File: src/rtl/cmp_pkg.sv
package cmp_pkg;
  localparam int MODE_W = 4;

  typedef enum logic [MODE_W-1:0] {
    MODE_OFF = 4'b0000,
    MODE_SET = 4'b1000,
    MODE_CLR = 4'b1001,
    MODE_TGL = 4'b0010,
    MODE_IRQ = 4'b1010,
    MODE_EVT = 4'b1011
  } cmpMode_e;

  typedef struct packed {
    logic forceLow;
    logic drvHigh;
    logic drvLow;
    logic flip;
    logic raiseFlag;
  } cmpStrobe_t;
endpackage

File: src/rtl/cmp_ctrl.sv
module cmp_ctrl
  import cmp_pkg::*;
#(
  parameter bit CONV_TRIG = 1'b1
) (
  input  logic              clk,
  input  logic              rstN,
  input  logic              wrModeEn,
  input  logic [MODE_W-1:0] wrModeData,
  input  logic              matchEdge,
  input  logic              convEnable,
  output logic [MODE_W-1:0] modeQ,
  output cmpStrobe_t        strobes,
  output logic              timerClr,
  output logic              convStart
);
  logic evtHit;

  always_ff @(posedge clk) begin
    if (!rstN) modeQ <= MODE_OFF;
    else if (wrModeEn) modeQ <= wrModeData;
  end

  always_comb begin
    strobes = '0;
    evtHit = 1'b0;
    strobes.forceLow = wrModeEn && (wrModeData == MODE_OFF);
    if (matchEdge) begin
      case (modeQ)
        MODE_SET: begin strobes.drvHigh = 1'b1; strobes.raiseFlag = 1'b1; end
        MODE_CLR: begin strobes.drvLow = 1'b1; strobes.raiseFlag = 1'b1; end
        MODE_TGL: begin strobes.flip = 1'b1; strobes.raiseFlag = 1'b1; end
        MODE_IRQ: strobes.raiseFlag = 1'b1;
        MODE_EVT: begin strobes.raiseFlag = 1'b1; evtHit = 1'b1; end
        default: ;
      endcase
    end
  end

  assign timerClr = evtHit;

  generate
    if (CONV_TRIG) begin : g_conv
      assign convStart = evtHit && convEnable;
    end else begin : g_noConv
      logic unusedEn;
      assign unusedEn = convEnable;
      assign convStart = 1'b0;
    end
  endgenerate
endmodule

File: src/rtl/cmp_datapath.sv
module cmp_datapath
  import cmp_pkg::*;
#(
  parameter int WIDTH = 16
) (
  input  logic             clk,
  input  logic             rstN,
  input  logic             wrCmpEn,
  input  logic [WIDTH-1:0] wrCmpData,
  input  logic [WIDTH-1:0] timerVal,
  input  logic             flagClr,
  input  logic             outEnCfg,
  input  cmpStrobe_t       strobes,
  output logic             matchEdge,
  output logic             latchQ,
  output logic             intFlag,
  output logic             pinOut,
  output logic             pinOe
);
  logic [WIDTH-1:0] cmpQ;
  logic             eqPrevQ;
  logic             eqNow;

  assign eqNow     = (timerVal == cmpQ);
  assign matchEdge = eqNow && !eqPrevQ;

  always_ff @(posedge clk) begin
    if (!rstN) begin
      cmpQ    <= '0;
      eqPrevQ <= 1'b0;
    end else begin
      if (wrCmpEn) cmpQ <= wrCmpData;
      eqPrevQ <= eqNow;
    end
  end

  always_ff @(posedge clk) begin
    if (!rstN)                latchQ <= 1'b0;
    else if (strobes.forceLow) latchQ <= 1'b0;
    else if (strobes.drvHigh)  latchQ <= 1'b1;
    else if (strobes.drvLow)   latchQ <= 1'b0;
    else if (strobes.flip)     latchQ <= !latchQ;
  end

  always_ff @(posedge clk) begin
    if (!rstN)                  intFlag <= 1'b0;
    else if (strobes.raiseFlag) intFlag <= 1'b1;
    else if (flagClr)           intFlag <= 1'b0;
  end

  assign pinOe  = outEnCfg;
  assign pinOut = outEnCfg & latchQ;
endmodule

File: src/rtl/cmp_channel.sv
module cmp_channel
  import cmp_pkg::*;
#(
  parameter int WIDTH     = 16,
  parameter bit CONV_TRIG = 1'b1
) (
  input  logic             clk,
  input  logic             rstN,
  input  logic             wrModeEn,
  input  logic [3:0]       wrModeData,
  input  logic             wrCmpEn,
  input  logic [WIDTH-1:0] wrCmpData,
  input  logic             flagClr,
  input  logic [WIDTH-1:0] timerVal,
  input  logic             outEnCfg,
  input  logic             convEnable,
  output logic             timerClr,
  output logic             convStart,
  output logic             pinOut,
  output logic             pinOe,
  output logic             intFlag
);
  cmpStrobe_t        strobes;
  logic              matchEdge;
  logic [MODE_W-1:0] modeQ;
  logic              latchQ;

  cmp_ctrl #(.CONV_TRIG(CONV_TRIG)) u_ctrl (
    .clk(clk), .rstN(rstN), .wrModeEn(wrModeEn), .wrModeData(wrModeData),
    .matchEdge(matchEdge), .convEnable(convEnable), .modeQ(modeQ),
    .strobes(strobes), .timerClr(timerClr), .convStart(convStart)
  );

  cmp_datapath #(.WIDTH(WIDTH)) u_dp (
    .clk(clk), .rstN(rstN), .wrCmpEn(wrCmpEn), .wrCmpData(wrCmpData),
    .timerVal(timerVal), .flagClr(flagClr), .outEnCfg(outEnCfg),
    .strobes(strobes), .matchEdge(matchEdge), .latchQ(latchQ),
    .intFlag(intFlag), .pinOut(pinOut), .pinOe(pinOe)
  );
endmodule

File: config.mk
export PLATFORM = sky130hd
export DESIGN_NAME = cmp_channel
export DESIGN_NICKNAME = d
export VERILOG_FILES = /design/src/rtl/cmp_pkg.sv /design/src/rtl/cmp_ctrl.sv /design/src/rtl/cmp_datapath.sv /design/src/rtl/cmp_channel.sv
export SDC_FILE = /design/constraint.sdc
export NUM_CORES = 1
export LEC_CHECK = 0
export CAP_MARGIN = 5
export CORE_ASPECT_RATIO = 0.5
export CORE_MARGIN = 4
export CORE_UTILIZATION = 41
export CTS_CLUSTER_SIZE = 30
export DETAILED_ROUTE_END_ITERATION = 10
export GPL_TIMING_DRIVEN = 1
export PLACE_DENSITY_LB_ADDON = 0.08
export SKIP_LAST_GASP = 1
export SLEW_MARGIN = 10
export SYNTH_ARGS = -nofsm -noshare
export SYNTH_HDL_FRONTEND = slang
export SYNTH_SLANG_ARGS = --single-unit
File: constraint.sdc
create_clock -name clk -period 1.5 [get_ports clk]
set_input_delay 0.225 -clock clk [delete_from_list [all_inputs] [get_ports clk]]
set_output_delay 0.225 -clock clk [all_outputs]
set_load 0.01 [all_outputs]
* After elaboration in Yosys (flattened, before gate mapping)
Cells that the tools add are included.
Storage, ports and cells: input port bits 43, bits in registers 23, word-level logic and storage cells 35
Operators by class: bitwise gates (word level) 2, reduce and logical (&&, ||, !) cells 10, multiplexer cells 12, equality and inequality tests 6
Operator list (count):
- 16-bit == test | 1
- 4-bit == test, second input constant | 4
- 1-bit 2-to-1 mux | 11
- 5-bit OR reduction | 1
- 4-bit by 2-bit == test with 1-bit output, second input constant | 1
- 4-bit logical NOT | 1
- 4-bit 2-to-1 mux | 1
- 1-bit logical AND | 3
- 3-bit nonzero test | 1
- 1-bit logical NOT | 2
- 2-bit nonzero test | 1
- 2-bit OR reduction | 1
- 1-bit bitwise AND | 1
- 1-bit NOT | 1

* Logic depth before layout (Yosys ltp)
depth in word-level cells 7, depth in mapped cells 5, depth with buffers taken out 5

* Modules after synthesis
A second synthesis with hierarchy kept.
Second synthesis, totals: cell total of the unflattened synthesis 115, area total of the unflattened synthesis 1113.6 sq um
Modules (own cells, without submodules):
- cmp_datapath | cells an instance 87, area each 850.8 sq um, instances 1
- cmp_ctrl | cells an instance 28, area each 262.8 sq um, instances 1

* Worst setup path before layout
No wires, ideal clock.
kind register to output, start point register u_dp.cmpQ[15], end point output convStart, path slack 0.038 ns, data arrival time 1.237 ns, buffers on the path 0, cell stages (with the launch flop) 6, path through dfxtp_1 xnor2_1 nand4_1 nor4_2 nand2_1 nor3_2
On the way: longest elaborated chain between the ends 4
RTL lines:
- from (decl) | line cmp_datapath.sv:20 | logic [WIDTH-1:0] cmpQ;
- from (signal assigned) | line cmp_datapath.sv:32 | if (wrCmpEn) cmpQ <= wrCmpData;
- 16-bit == test | line cmp_datapath.sv:24 | assign eqNow = (timerVal == cmpQ);
- 1-bit logical AND | line cmp_datapath.sv:25 | assign matchEdge = eqNow && !eqPrevQ;
- 1-bit 2-to-1 mux | line cmp_ctrl.sv:28 | if (matchEdge) begin
- 1-bit logical AND | line cmp_ctrl.sv:44 | assign convStart = evtHit && convEnable;
- to (decl) | line cmp_channel.sv:18 | output logic convStart,
No other way between the ends.

* Final worst setup path
start point register u_dp.cmpQ[0], end point output convStart
The elaborated chain is that of the path after synthesis.

==> results list <==
* Top cell family by delay on the critical path: simple AND/OR/NAND/NOR gates
* Fraction of layout instances using a drive strength above 1: 0.2024
- For the pin with the worst max-slew slack, the measured transition is about 330 ps.
- Initial antenna violation count: 0
- Peak supply drop: 581.6 uV
- The setup path with the least slack is of type flip-flop to primary output.
- Across all hold checks on the routed design, the worst slack comes to 470.0 ps.
* Number of setup violations in the final report: 2
- Once detail routing completed, the nets flagged for antenna violations numbered 0.
- Power density normalized to cell area: ~740 nW/um^2
* First-pass GRT wire length: 3808 um
* Period utilization: 1.275
- Highest net fanout along the worst path: 3
- Count of standard-cell rows: 13
* Global-route congestion overflow total: 0
- Static timing analysis puts the maximum clock frequency at about 520 MHz.
- Floorplan die area: 3707 sq um
- The filler cells instantiated in the layout total ~210.
- Counting every instance in the synthesized netlist gives about 110.
- Post-route clock skew: 1.010 ps
- Yosys Warn Count: 0
- Vias in the first global route: slightly above 900
- Port Buffers: between 40 and 50
- Arrival time at the worst endpoint: between 1500 and 2000 ps
- The final reports fail on negative setup slack.
* Post-synth top area cell: sky130_fd_sc_hd__dfxtp_1
- The number of clock buffers added by TritonCTS is 3.
- The smallest clock period supported by the final layout is computed as between 1500 and 2000 ps.
- Dominant cells by area after synthesis: sky130_fd_sc_hd__dfxtp_1, sky130_fd_sc_hd__mux2i_1, sky130_fd_sc_hd__xnor2_1
- Element type at the critical path start: flip-flop
- Cell leakage power: 0.7848 nW
* Count of pins over their slew limit: 0
* Count of antenna diodes in the layout: 0
- Crit path capture type: primary output
* Mapped Avg Cell Area: 9.987 sq um
- For this design, the slowest cell found on the critical path is sky130_fd_sc_hd__nor4_4.
- Before antenna repair, the detailed router went through 4 iterations.
* Outcome: complete, but fails checks
* Worst hold-check path type: flip-flop to flip-flop
- The congestion estimate from routability-driven global placement came to approximately 0.75.
* Overall routed net length: 2553 um
* CTS tree: done
- Measured against its own limit, the worst slew margin works out to 0.7766.
- The die is a little over 80 um wide.
* RSZ-0062 raised after global routing: yes
- Initial detailed-routing violation count: a little under 50
- In this run, post-CTS hold repair placed 0 buffers.
- Number of remaining DRC errors: 0
- Including well taps, the total number of placed cells is around 200.
- The longest clock path from root to sink contains 2 buffers.
- Slowest cell delay on critical path: around 340 ps
* Area of the mapped netlist: 1129 sq um
* Final cell count without fillers: 205
- Data required time of the critical path: between 1000 and 1500 ps
- The total area inside the core boundary comes to around 2600 sq um.
- Clock tree root buffer cell: sky130_fd_sc_hd__clkbuf_8
* Chain of cells forming the critical path: xnor2_1 > nand4_1 > nor4_4 > nand2_2 > nor3_2 > buf_2
* Final Hold Vio Count: 0
- From synthesis to final layout, the design area changed by 59.76%.
- Final setup TNS: -749.0 ps
* DR vias/cell: 4.566
* Number of buffers added for setup after CTS: 0
- Sequential fraction of the synthesis area: 0.4080
* Max Cap Viol: 0
* Synthesized net count: 156
* Latest clock arrival within the worst-skew pair: 260 ps
* Final layout net count: 212
* Global-route usage over all layers: 0.1421
* Largest net degree at the start of global routing: 17
* Count of buffering cells on the critical path with inverters included: 1
- Synthesis instantiated 23 different standard cells from the library.
- Across the whole layout, storage elements account for between 400 and 500 sq um.
- Total number of clock tree sinks: 23
- After layout, the worst setup slack is -412.6 ps.
- The die is between 40 and 50 um tall.
- Area of the multi-input gates: ~700 sq um
* HPWL after detailed placement: 1946 um
- Register clock-pin slew on the reported worst setup and hold paths: 80 ps
- Wire length per cell after detailed routing: about 12 um
- In this run the number of H-tree levels came out at 1.
- Total number of vias: approximately 940
- Total power of the final layout: around 1.3 mW
- Of the post-synthesis cell area, the dominant cell type holds 0.4080.
* I/O pin total: 48
- After synthesis the netlist holds a flip-flop and latch count of 23.
- The initial utilization of the core area, before any placement, comes to 0.4337.
-- cell families (layout without fill, tap and decap cells) --
logic type,count (synthesis),count (layout),synth area share
xor gates and xnor gates,16,16,0.1242
buffers and inverters,7,62,0.02993
muxes,21,21,0.1863
DFF,23,23,0.4080
and+or+nand+nor,42,42,0.2273
AOI/OAI and AO/OA,4,4,0.02439
-- path summary, 6_finish.rpt --
check | start | endpoint | slack (ps) | depth (start not counted)
worst max-delay path | u_dp.cmpQ[0]$_SDFFE_PN0P_ | convStart | -410 | 6
worst min-delay path | u_dp.intFlag$_SDFFE_PN0P_ | u_dp.intFlag$_SDFFE_PN0P_ | 470 | 2
worst max register to register | u_dp.cmpQ[0]$_SDFFE_PN0P_ | u_dp.latchQ$_SDFFE_PP0P_ | 10 | 6
worst min register to register | u_dp.intFlag$_SDFFE_PN0P_ | u_dp.intFlag$_SDFFE_PN0P_ | 470 | 2
-- flip-flops by register name, indices dropped and copies added, names as in the netlist --
name          flops
u_dp.intFlag      1
u_dp.eqPrevQ      1
u_dp.cmpQ        16
u_ctrl.modeQ      4
u_dp.latchQ       1
-- worst reg2reg max path: cells and delay by family, from the launching register on --
kind | cells | cell delay, ps
xor+xnor | 1 | 190
simple gates | 3 | 570
flops | 1 | 320
buf+inv | 1 | 170
mux | 1 | 120
-- cells in the mapped netlist --
master and count:
sky130_fd_sc_hd__or4b_1 1, sky130_fd_sc_hd__and2_1 1, sky130_fd_sc_hd__buf_4 1, sky130_fd_sc_hd__buf_2 3, sky130_fd_sc_hd__nand2_1 5, sky130_fd_sc_hd__nor3_1 1
sky130_fd_sc_hd__nand4_1 4, sky130_fd_sc_hd__nor4_2 1, sky130_fd_sc_hd__dfxtp_1 23, sky130_fd_sc_hd__nand3_1 2, sky130_fd_sc_hd__nor3_2 1, sky130_fd_sc_hd__and2_2 1
sky130_fd_sc_hd__nor2b_1 20, sky130_fd_sc_hd__o22ai_1 1, sky130_fd_sc_hd__xnor2_1 16, sky130_fd_sc_hd__clkbuf_1 2, sky130_fd_sc_hd__o21ai_0 1, sky130_fd_sc_hd__nor2_1 2
sky130_fd_sc_hd__o21a_1 1, sky130_fd_sc_hd__o32ai_1 1, sky130_fd_sc_hd__inv_1 1, sky130_fd_sc_hd__mux2i_1 21, sky130_fd_sc_hd__nand2b_1 3
-- layer usage --
layer / up-vias / routed length (um) / global-route usage
li1: 488 / - / -
met3: 5 / 220 / 0.05976
met4: 0 / 33 / 0.04967
met2: 28 / 1208 / 0.2468
met5: - / 0 / 0
met1: 415 / 1090 / 0.1585
-- report_power, final --
part           total (mW)  internal (mW)  switching (mW)
clock               0.383          0.190           0.194
combinational       0.290          0.191          0.0984
sequential          0.669          0.645          0.0244
total                1.34           1.03           0.316
-- placed cells by master, fill, tap and decap left out, types with 2 or more instances in the layout --
cell type and n:
sky130_fd_sc_hd__dfxtp_1 15, sky130_fd_sc_hd__xnor2_2 6, sky130_fd_sc_hd__nor2b_1 20, sky130_fd_sc_hd__xnor2_1 10
sky130_fd_sc_hd__clkdlybuf4s50_1 28, sky130_fd_sc_hd__mux2i_1 21, sky130_fd_sc_hd__nand2b_1 3, sky130_fd_sc_hd__dlygate4sd2_1 13
sky130_fd_sc_hd__clkbuf_8 3, sky130_fd_sc_hd__nand2_1 4, sky130_fd_sc_hd__nor2_1 2, sky130_fd_sc_hd__dlymetal6s2s_1 4
sky130_fd_sc_hd__buf_2 2, sky130_fd_sc_hd__buf_4 9, sky130_fd_sc_hd__nand4_1 4, sky130_fd_sc_hd__dfxtp_2 8
-- what timing repair did --
action,CTS,global route
resized for setup,28,14
pin swaps,16,8
setup endpoints to repair,4,3
cloned,0,0
-- metrics by stage --
| stage | utilization | cell area [sq um] | setup WS (ps) |
|---|---|---|---|
| after global placement | 0.6543 | 1703 | -917.2 |
| after detailed placement | 0.6543 | 1703 | -944.4 |
| final | 0.6928 | 1803 | -412.6 |
| after CTS | 0.6721 | 1749 | -476.6 |
| after global routing | 0.6928 | 1803 | -567.3 |
| after floorplan | - | 1129 | 37.59 |
-- layout make-up --
class,count,area share
repair buffers,57,0.3005
inverters,1,0.002082
well taps,37,0.02568
flip-flops and latches,23,0.2609
multi-input cells,83,0.3858
clock buffers,4,0.02498
(Power assumes the default switching activity.)
